==> src/rtl/dbg_csr_pkg.sv <==
package dbg_csr_pkg;
  localparam int WORD_W   = 32;
  localparam int POS_BST  = 28;
  localparam int POS_FLAG = 24;
  localparam int POS_REV  = 20;
  localparam int POS_CTRL = 16;
  localparam int CTRL_W   = 3;
  localparam int FLAG_N   = 4;

  typedef enum logic [3:0] {
    BST_OFF   = 4'b0000,
    BST_WAIT1 = 4'b0001,
    BST_HIT1  = 4'b0010,
    BST_WAIT2 = 4'b0101,
    BST_HIT2  = 4'b0110
  } bstat_e;

  function automatic logic read_clears(bstat_e cur, logic lvl2_en);
    return (cur == BST_HIT2) || (cur == BST_HIT1 && !lvl2_en);
  endfunction

  function automatic bstat_e bstat_next(bstat_e cur, logic e1, logic e2,
                                        logic h1, logic h2, logic clr);
    bstat_e n;
    n = cur;
    case (cur)
      BST_OFF:   n = (e1 && !clr) ? BST_WAIT1 : BST_OFF;
      BST_WAIT1: if (!e1) n = BST_OFF;
                 else if (h1) n = e2 ? BST_WAIT2 : BST_HIT1;
                 else if (clr) n = BST_OFF;
      BST_WAIT2: if (!e1) n = BST_OFF;
                 else if (h2) n = BST_HIT2;
                 else if (clr) n = BST_OFF;
      BST_HIT1,
      BST_HIT2:  if (clr) n = BST_OFF;
      default:   n = BST_OFF;
    endcase
    return n;
  endfunction

  function automatic logic [WORD_W-1:0] pack_word(bstat_e st,
      logic [FLAG_N-1:0] fl, logic [3:0] rev, logic [CTRL_W-1:0] ct);
    logic [WORD_W-1:0] w;
    w = '0;
    w[POS_BST +: 4]       = st;
    w[POS_FLAG +: FLAG_N] = fl;
    w[POS_REV +: 4]       = rev;
    w[POS_CTRL +: CTRL_W] = ct;
    return w;
  endfunction
endpackage

==> src/rtl/dbg_bstat_seq.sv <==
module dbg_bstat_seq
  import dbg_csr_pkg::*;
(
  input  logic   clk,
  input  logic   rst_n,
  input  logic   l1_en,
  input  logic   l2_en,
  input  logic   l1_hit,
  input  logic   l2_hit,
  input  logic   tdr_wr,
  input  logic   dp_rd,
  output bstat_e bstat,
  output logic   clr_evt
);
  bstat_e bstat_q;

  assign clr_evt = tdr_wr || (dp_rd && read_clears(bstat_q, l2_en));

  always_ff @(posedge clk) begin
    if (!rst_n) bstat_q <= BST_OFF;
    else        bstat_q <= bstat_next(bstat_q, l1_en, l2_en, l1_hit, l2_hit, clr_evt);
  end

  assign bstat = bstat_q;
endmodule

==> src/rtl/dbg_cause_flags.sv <==
module dbg_cause_flags #(
  parameter int N = 4,
  parameter logic [N-1:0] GO_CLR_MASK = 4'b0111
) (
  input  logic         clk,
  input  logic         rst_n,
  input  logic [N-1:0] set,
  input  logic         go_cmd,
  output logic [N-1:0] flags
);
  for (genvar i = 0; i < N; i++) begin : g_flag
    logic q;
    always_ff @(posedge clk) begin
      if (!rst_n)                        q <= 1'b0;
      else if (set[i])                   q <= 1'b1;
      else if (go_cmd && GO_CLR_MASK[i]) q <= 1'b0;
    end
    assign flags[i] = q;
  end
endmodule

==> src/rtl/dbg_ctrl_bits.sv <==
module dbg_ctrl_bits #(
  parameter int WORD_W = 32,
  parameter int LSB    = 16,
  parameter int W      = 3
) (
  input  logic              clk,
  input  logic              rst_n,
  input  logic              cpu_wr,
  input  logic              cpu_sup,
  input  logic [WORD_W-1:0] cpu_wdata,
  input  logic              dp_wr,
  input  logic [WORD_W-1:0] dp_wdata,
  output logic [W-1:0]      ctrl
);
  logic cpu_ok;
  assign cpu_ok = cpu_wr && cpu_sup;

  always_ff @(posedge clk) begin
    if (!rst_n)      ctrl <= '0;
    else if (dp_wr)  ctrl <= dp_wdata[LSB +: W];
    else if (cpu_ok) ctrl <= cpu_wdata[LSB +: W];
  end
endmodule

==> src/rtl/dbg_cfgstat_reg.sv <==
module dbg_cfgstat_reg
  import dbg_csr_pkg::*;
#(
  parameter logic [3:0] REV_LEVEL = 4'b1011
) (
  input  logic              clk,
  input  logic              rst_n,
  input  logic              cpu_wr,
  input  logic              cpu_sup,
  input  logic [WORD_W-1:0] cpu_wdata,
  input  logic              dp_wr,
  input  logic              dp_rd,
  input  logic [WORD_W-1:0] dp_wdata,
  output logic [WORD_W-1:0] dp_rdata,
  input  logic              tdr_wr,
  input  logic              l1_en,
  input  logic              l2_en,
  input  logic              l1_hit,
  input  logic              l2_hit,
  input  logic              cause_fof,
  input  logic              cause_trg,
  input  logic              cause_halt,
  input  logic              cause_pin,
  input  logic              go_cmd,
  output logic [3:0]        trace_bstat,
  output logic [CTRL_W-1:0] ctrl_out
);
  bstat_e            bstat;
  logic              clr_evt;
  logic [FLAG_N-1:0] cause_set;
  logic [FLAG_N-1:0] cause_flags;

  assign cause_set = {cause_fof, cause_trg, cause_halt, cause_pin};

  dbg_bstat_seq u_seq (
    .clk(clk), .rst_n(rst_n), .l1_en(l1_en), .l2_en(l2_en),
    .l1_hit(l1_hit), .l2_hit(l2_hit), .tdr_wr(tdr_wr), .dp_rd(dp_rd),
    .bstat(bstat), .clr_evt(clr_evt)
  );

  dbg_cause_flags #(.N(FLAG_N), .GO_CLR_MASK(4'b0111)) u_flags (
    .clk(clk), .rst_n(rst_n), .set(cause_set), .go_cmd(go_cmd),
    .flags(cause_flags)
  );

  dbg_ctrl_bits #(.WORD_W(WORD_W), .LSB(POS_CTRL), .W(CTRL_W)) u_ctrl (
    .clk(clk), .rst_n(rst_n), .cpu_wr(cpu_wr), .cpu_sup(cpu_sup),
    .cpu_wdata(cpu_wdata), .dp_wr(dp_wr), .dp_wdata(dp_wdata),
    .ctrl(ctrl_out)
  );

  assign dp_rdata    = pack_word(bstat, cause_flags, REV_LEVEL, ctrl_out);
  assign trace_bstat = bstat;
endmodule

==> config.mk <==
export PLATFORM = sky130hd
export DESIGN_NAME = dbg_cfgstat_reg
export DESIGN_NICKNAME = d
export VERILOG_FILES = /design/src/rtl/dbg_csr_pkg.sv /design/src/rtl/dbg_bstat_seq.sv /design/src/rtl/dbg_cause_flags.sv /design/src/rtl/dbg_ctrl_bits.sv /design/src/rtl/dbg_cfgstat_reg.sv
export SDC_FILE = /design/constraint.sdc
export NUM_CORES = 1
export LEC_CHECK = 0
export ABC_AREA = 0
export CORE_UTILIZATION = 25
export CTS_CLUSTER_DIAMETER = 200
export DETAILED_ROUTE_END_ITERATION = 8
export GPL_ROUTABILITY_DRIVEN = 0
export PLACE_DENSITY = 0.86
export SYNTH_ARGS = -nofsm -noshare
export SYNTH_HDL_FRONTEND = slang
export SYNTH_SLANG_ARGS = --single-unit
==> constraint.sdc <==
create_clock -name clk -period 2.1 [get_ports clk]
set_input_delay 0.42 -clock clk [delete_from_list [all_inputs] [get_ports clk]]
set_output_delay 0.42 -clock clk [all_outputs]
set_load 0.03 [all_outputs]
Word-level counts from Yosys, hierarchy flattened:

Cells that the tools add are included.
Widths: inputs -> output; s select.

* multiplexer cells: 14
* reduce and logical (&&, ||, !) cells: 14
* equality and inequality tests: 4

Operators with widths (count)
* $mux 4: 5
* $pmux 4 s4: 1
* $mux 3: 3
* $eq 4x3->1 const B: 2
* $reduce_bool 2->1: 4
* $mux 1: 5
* $eq 4x1->1 const B: 1
* $eq 4x2->1 const B: 1
* $logic_and 1x1->1: 4
* $logic_not 4->1: 1
* $logic_not 1->1: 2
* $logic_or 1x1->1: 2
* $reduce_or 2->1: 1

* word-level logic and storage cells: 38
* input port bits: 80
* register bits: 11

Longest topological paths before layout:

Gate-level depths: netlist of run 1.

* depth in word-level cells: 9
* gate-level depth with buffers: 4

Hierarchy:

A second synthesis of run 1 with hierarchy kept.

* cell total of the unflattened synthesis: 92
* area total of the unflattened synthesis: 812.0 µm²

By module, submodules not included
* dbg_bstat_seq: area each 285.3 µm², times used 1, cells an instance 32, sequential area each 80.1 µm²
* dbg_cfgstat_reg: area each 217.7 µm², times used 1, cells an instance 30, sequential area each 0.0 µm²
* dbg_cause_flags: area each 158.9 µm², times used 1, cells an instance 15, sequential area each 80.1 µm²
* dbg_ctrl_bits: area each 150.1 µm², times used 1, cells an instance 15, sequential area each 60.1 µm²

Least setup slack after synthesis of run 1:

No wires, ideal clock.

* path kind: register to register
* start: register u_seq.bstat_q[1], in the netlist u_seq.bstat[1]
* end: register u_seq.bstat_q[1], in the netlist u_seq.bstat[1]
* data required time: 1.983 ns
* setup time: 0.117 ns
* clock period less this slack: 1.349 ns
* data arrival time: 1.232 ns
* cell stages (with the launch flop): 5
* path buffers: 0
* slack: 0.751 ns
* path through: dfxtp_1 -> nor4bb_4 -> a21oi_1 -> a22oi_1 -> nor2_1

* cells in the longest elaborated chain, start to end: 9
* elaborated cells between the ends (all ways): 16
* those cells by class: eq/ne: 4; mux: 6; reduce/logical: 6

RTL lines
* from (decl): line dbg_bstat_seq.sv:15 `bstat_e bstat_q;`
* from (signal assigned): line dbg_bstat_seq.sv:21 `else bstat_q <= bstat_next(bstat_q, l1_en, l2_en, l1_hit, l2_hit, clr_evt);`
* $eq 4x2->1: line dbg_csr_pkg.sv:19, dbg_csr_pkg.sv:26
* $logic_and 1x1->1: line dbg_csr_pkg.sv:19 `return (cur == BST_HIT2) || (cur == BST_HIT1 && !lvl2_en);`
* $logic_or 1x1->1: line dbg_csr_pkg.sv:19
* $logic_and 1x1->1: line dbg_bstat_seq.sv:17 `assign clr_evt = tdr_wr || (dp_rd && read_clears(bstat_q, l2_en));`
* $logic_or 1x1->1: line dbg_bstat_seq.sv:17
* $mux 4
* $mux 4 (on tied branches) (2 in series)
* $pmux 4 s4 (*): line dbg_csr_pkg.sv:26 `case (cur)`

Every way passes the cells marked *; elsewhere a longest branch is shown, timed or not.
A chain may end at the register's enable or synchronous reset.

Worst setup path in the final report of run 1:

* start: register u_seq.bstat_q[0], in the netlist u_seq.bstat[0]
* end: output port dp_rdata[28]

RTL lines
* to (decl): line dbg_cfgstat_reg.sv:14 `output logic [WORD_W-1:0] dp_rdata,`

No word-level cell between the ends.

==> flow_summary_export.csv, run 1 <==
group,metric,value,unit
hold_path,min_to,"u_flags.g_flag[3].q",
detailed_routing,wl,1580,µm
power_and_ir_drop,p_per_area,511,mW/mm²
layout,layout.nets,204,
critical_path,r2r_slack,0.78,ns
global_routing,grt_pass1_vias,514,
detailed_routing,drc,0,
yosys,synth_area,803,µm²
yosys,avgSynthCellArea,8.73,µm²
yosys,synthFlopType,"dfxtp_1",
sta,finalSetupTns,0,ns
global_routing,use_met2,14.3,%
critical_path,start_kind,"flip-flop",
sta,period_minus_slack,2.01,ns
critical_path,crit_family,"buffers and inverters",
global_routing,grt_pass1_wl,2260,µm
sta,finalHoldViolCount,0,
run,cap_violations,0,
floorplan,die_h,58.7,µm
detailed_routing,drtPass1Iterations,4,
global_routing,grt_max_degree,12,
clock_network,clkSlewWorstSetupHoldPaths,0.07,ns
floorplan,fp.dieW,58.7,µm
placed_design,dp_hpwl,1280,µm
power_and_ir_drop,swShare,33.7,%
power_and_ir_drop,comb_power_share,34.8,%
clock_network,cts_tree,"done",
yosys,ys_seq_area_share,27.4,%
sta,clock_skew,0.00287,ns
floorplan,core,0.00305,mm²
global_routing,grtUsageTotal,8.58,%
yosys,synthTopCellsByCount,"buf_4 (33), dfxtp_1 (11), nand2_1 (5)",
floorplan,start_util,26.3,%
yosys,async_flop_share,0,%
yosys,synthCells,92,
yosys,synth_area_leaders,"buf_4 (31%), dfxtp_1 (27%), mux2i_1 (3.7%)",
detailed_routing,ant_nets,0,
hold_path,hold_path_depth,1,
critical_path,max_stage_delay,0.75,ns
hold_path,holdCritStartpoint,"u_flags.g_flag[3].q",
floorplan,ios,119,
clock_network,clock-root-buffer,"clkbuf_4",
critical_path,path_cells,"clkdlybuf4s50_1",
critical_path,critPathCaptureType,"primary output",
yosys,synth_largest_area_cell,"buf_4",
yosys,ys_ff_latch,11,
clock_network,clockBufferDepth,2,
power_and_ir_drop,p_int,376,µW
clock_network,h-tree-depth,1,
critical_path,reg2regPathDepth,4,
clock_network,cts_inserted_buffers,3,
power_and_ir_drop,leakage,0.472,nW
layout,antennaDiodeCount,0,
yosys,ys_types,27,
clock_network,clock_latency,0.26,ns
global_routing,grt_util_met1,11.0,%
hold_path,hp-class,"flip-flop to flip-flop",
sta,slew_violations,0,
clock_network,ctsResizeCount,0,
critical_path,critPathKind,"flip-flop to primary output",
power_and_ir_drop,p_clk_share,24.6,%
yosys,synth_edf_count,0,
global_routing,grt_antenna_before_repair,0,
power_and_ir_drop,power_switching,191,µW
placed_design,place_inst,163,
global_routing,use_met3,3.08,%
critical_path,r2r-end,"u_seq.bstat[1]",
global_routing,grt-busiest-layer,"met2",
sta,rsz0062_at_grt,"false",
detailed_routing,routed_via_density,3.87,
layout,final_cells,167,
layout,syn2layout_area_growth,38.2,%
layout,drive_above_1_share,8.13,%
critical_path,cp_num_buf_inv,1,
critical_path,cp.arrival,1.59,ns
critical_path,reg2reg_from,"u_seq.bstat[1]",
yosys,synth_top_area_share,30.8,%
clock_network,clock-sinks,11,
clock_network,cts_hold_buf,0,
floorplan,num_rows,20,
global_routing,overflow,0,
run_status,status,"finished, final reports clean",
critical_path,required,1.68,ns
sta,setup_violations,0,
critical_path,slowest_stage,"clkdlybuf4s50_1",
placed_design,port_buffers,39,
yosys,synth.most_common_cell,"buf_4",
power_and_ir_drop,seqPwrFrac,40.6,%
critical_path,cp_max_fo,11,
yosys,synth_warnings,0,
sta,min_period_over_period,95.7,%
power_and_ir_drop,ir_worst_vdd,0.000252,V
clock_network,cts_setup_buffers,0,
floorplan,die-area,0.00344,mm²
detailed_routing,wl_per_cell,9.44,µm
sta,max_freq,497,MHz
detailed_routing,drt-initial-drc-count,23,
detailed_routing,routed-via-count,646,
[registers in the layout, indices dropped and copies added (netlist names)]
register          flops
u_flags.g_flag.q      4
u_ctrl.ctrl           3
u_seq.bstat           4
[per-layer routing]
layer | wire (µm) | part of all wire (%) | vias to the layer above
li1 | - | - | 321
met1 | 681 | 43 | 292
met2 | 761 | 48 | 33
met3 | 134 | 8.5 | 0
met4 | 0 | 0 | 0
met5 | 0 | 0 | -
[how the worst max path moves through the flow]
stage / slack (ns) / startpoint / to / cells past startpoint
after global routing: 0.001 / u_seq.bstat[0] / trace_bstat[0] / 1
final: 0.09 / u_seq.bstat[0] / dp_rdata[28] / 1
after CTS: 0.07 / u_seq.bstat[0] / trace_bstat[0] / 1
after floorplan: 0.75 / u_seq.bstat[1] / u_seq.bstat[1] / 4
after global placement: 0.42 / u_seq.bstat[0] / trace_bstat[0] / 1
after detailed placement: 0.37 / u_seq.bstat[0] / trace_bstat[0] / 1
[power by group through the flow]
stage	Combinational (mW)	Clock [mW]	Sequential, mW
floorplan	0.149	0	0.246
global placement	0.196	0	0.235
global route	0.209	0.159	0.232
finish	0.197	0.139	0.230
CTS	0.198	0.146	0.231
detailed placement	0.197	0	0.235
[layout by cell type (no fill, tap or decap), types with 2 or more instances in the layout]
master,netlist,final
o21a_1,4,4
nand4b_1,2,2
nand3_1,2,2
dfxtp_1,11,11
nor2b_1,3,3
a21oi_1,4,4
clkbuf_4,0,3
nor2_1,4,4
o211a_1,3,3
inv_1,2,2
clkdlybuf4s50_1,0,39
mux2i_1,3,3
nand2_1,5,5
conb_1,2,22
[layout make-up]
class,instances,area [µm²]
Clock buffer,4,26.3
Fill cell,335,1940
Inverter,2,7.51
Multi-Input combinational cell,66,403
Sequential cell,11,220
Tap cell,44,55.1
Timing Repair Buffer,40,398
[through the flow]
step | area (µm²) | power, mW | util, % | hold slack [ns] | worst slack (ns)
detailed placement | 1080 | 0.432 | 35.5 | 0.453 | 0.369
global placement | 1080 | 0.431 | 35.5 | 0.447 | 0.415
CTS | 1110 | 0.575 | 36.4 | 0.469 | 0.0748
floorplan | 878 | 0.395 | - | 0.442 | 0.751
global route | 1110 | 0.600 | 36.4 | 0.504 | 0.00149
finish | 1110 | 0.567 | 36.4 | 0.464 | 0.0896
[cells by family after synthesis]
kind of cell    count (synthesis)  share of synthesized area, %
simple gates                   24                          20.4
mux                             3                          3.74
other cells                     2                         0.935
flops                          11                          27.4
buf+inv                        35                          31.8
compound gates                 17                          15.7
Note: power is estimated with default switching activity, not from simulation.
==> inputs of run 2 (changes only) <==
--- a/config.mk
+++ b/config.mk
@@ -6,11 +6,12 @@
 export NUM_CORES = 1
 export LEC_CHECK = 0
 export ABC_AREA = 0
-export CORE_UTILIZATION = 25
+export CORE_UTILIZATION = 21
 export CTS_CLUSTER_DIAMETER = 200
 export DETAILED_ROUTE_END_ITERATION = 8
 export GPL_ROUTABILITY_DRIVEN = 0
-export PLACE_DENSITY = 0.86
+export PLACE_DENSITY = 0.77
+export RECOVER_POWER = 25
 export SYNTH_ARGS = -nofsm -noshare
 export SYNTH_HDL_FRONTEND = slang
 export SYNTH_SLANG_ARGS = --single-unit
==> constraint.sdc (replaced) <==
create_clock -name clk -period 1.84 [get_ports clk]
set_input_delay 0.368 -clock clk [delete_from_list [all_inputs] [get_ports clk]]
set_output_delay 0.368 -clock clk [all_outputs]
set_load 0.03 [all_outputs]
==> flow_summary_export.csv, run 2 (synthesis results as in run 1) <==
group,metric,value,unit
hold_path,hold_path_depth,1,
global_routing,grt_pass1_wl,2440,µm
critical_path,reg2regPathDepth,5,
detailed_routing,drc,0,
critical_path,r2r-end,"u_seq.bstat[1]",
clock_network,clkSlewWorstSetupHoldPaths,0.05,ns
placed_design,port_buffers,39,
placed_design,dp_hpwl,1340,µm
clock_network,cts_hold_buf,0,
detailed_routing,wl_met2,724,µm
critical_path,cp_num_buf_inv,1,
power_and_ir_drop,ir_worst_vdd,0.000411,V
critical_path,r2r_slack,0.45,ns
layout,fillerInstances,388,
hold_path,holdCritStartpoint,"u_flags.g_flag[3].q",
detailed_routing,routed-via-count,635,
sta,max_freq,568,MHz
critical_path,critPathCaptureType,"primary output",
floorplan,fp.dieW,63.8,µm
power_and_ir_drop,p_per_area,640,mW/mm²
critical_path,slowest_stage,"clkdlybuf4s50_1",
detailed_routing,drt-initial-drc-count,17,
global_routing,grt_pass1_vias,524,
clock_network,h-tree-depth,1,
global_routing,grtUsageTotal,7.80,%
layout,syn2layout_area_growth,40.0,%
floorplan,die_h,63.8,µm
critical_path,max_stage_delay,0.72,ns
detailed_routing,wl_per_cell,9.44,µm
layout,final_cell_mix,"clkdlybuf4s50_1 (34), conb_1 (22), dfxtp_1 (11), nand2_1 (5)",
sta,finalSetupTns,0,ns
hold_path,hp-class,"flip-flop to flip-flop",
layout,antennaDiodeCount,0,
clock_network,cts_inserted_buffers,3,
power_and_ir_drop,leakage,0.508,nW
layout,layout.nets,205,
placed_design,dpl_worst_slack,0.234,ns
clock_network,clock-sinks,11,
hold_path,min_to,"u_flags.g_flag[3].q",
clock_network,cts_tree,"done",
layout,mostFrequentLayoutCell,"clkdlybuf4s50_1",
sta,setup_violations,0,
floorplan,ios,119,
global_routing,grt_antenna_before_repair,0,
layout,drive_above_1_share,7.26,%
detailed_routing,met1_length,777,µm
critical_path,cp.arrival,1.39,ns
clock_network,clockBufferDepth,2,
critical_path,start_kind,"flip-flop",
critical_path,path_cells,"clkdlybuf4s50_1",
sta,min_period_over_period,95.6,%
run,cap_violations,0,
critical_path,critPathKind,"flip-flop to primary output",
clock_network,clock_latency,0.23,ns
detailed_routing,routed_via_density,3.69,
detailed_routing,drtPass1Iterations,4,
detailed_routing,wl,1620,µm
sta,period_minus_slack,1.76,ns
critical_path,required,1.47,ns
sta,finalHoldViolCount,0,
detailed_routing,wl_met3,107,µm
sta,clock_skew,0.00419,ns
run_status,status,"finished, final reports clean",
detailed_routing,top_layer,"met4",
power_and_ir_drop,total_power,720,µW
floorplan,num_rows,22,
critical_path,reg2reg_from,"u_seq.bstat[0]",
floorplan,core,0.00366,mm²
detailed_routing,ant_nets,0,
global_routing,overflow,0,
sta,slew_violations,0,
layout,fin_util,30.7,%
sta,setup_slack,0.0806,ns
critical_path,crit_family,"buffers and inverters",
critical_path,cp_max_fo,8,
sta,rsz0062_at_grt,"false",
floorplan,start_util,21.9,%
floorplan,die-area,0.00408,mm²
clock_network,clock-root-buffer,"clkbuf_8",
global_routing,grt_max_degree,11,
-- run 2: changes by cell type in the layout (fill, tap and decap cells not counted) --
| cell | delta |
|---|---|
| clkbuf_1 | +1 |
| clkbuf_4 | -3 |
| clkbuf_8 | +3 |
| clkdlybuf4s50_1 | -5 |
| dlygate4sd2_1 | +2 |
| dlygate4sd3_1 | +1 |
| dlymetal6s2s_1 | +2 |
| nor4bb_1 | +1 |
| nor4bb_4 | -1 |
-- run 2: worst max-delay path by stage --
stage / from / endpoint / slack, ns / depth (start not counted)
floorplan: u_seq.bstat[1] / u_seq.bstat[1] / 0.49 / 4
global placement: u_seq.bstat[2] / trace_bstat[2] / 0.24 / 1
detailed placement: u_seq.bstat[2] / trace_bstat[2] / 0.23 / 1
CTS: u_seq.bstat[3] / trace_bstat[3] / 0.02 / 1
global route: u_seq.bstat[1] / dp_rdata[29] / 0.04 / 1
finish: u_seq.bstat[1] / dp_rdata[29] / 0.08 / 1
-- run 2: report_power, final --
| part | switching, mW | internal (mW) |
|---|---|---|
| Combinational | 0.133 | 0.0920 |
| Clock | 0.0826 | 0.151 |
| Sequential | 0.00897 | 0.252 |
| Total | 0.224 | 0.496 |
-- run 2: final cells by class --
type | instances | area, µm² | share of cell area [%]
clock buffers | 4 | 45.0 | 4.00
inverters | 2 | 7.51 | 0.667
multi-input cells | 66 | 388 | 34.5
flip-flops and latches | 11 | 220 | 19.6
well taps | 48 | 60.1 | 5.34
repair buffers | 41 | 404 | 35.9
-- run 2: repair_timing --
| item | CTS | global route |
|---|---|---|
| gates cloned | 0 | 0 |
| endpoints found under the setup margin | 2 | 2 |
| resized for setup | 2 | 2 |
| setup buffers | 0 | 0 |
-- run 2: per-layer routing --
layer,track usage (%),vias up
li1,-,320
met1,10.4,276
met2,12.0,37
met3,2.14,2
met4,2.56,0
met5,0,-
-- run 2: metrics by stage --
step | cells | hold slack [ns] | instance area, µm²
CTS | 172 | 0.468 | 1140
global route | 172 | 0.495 | 1120
global placement | 168 | 0.451 | 1100
finish | 172 | 0.462 | 1120
detailed placement | 168 | 0.455 | 1100
floorplan | 112 | 0.442 | 878
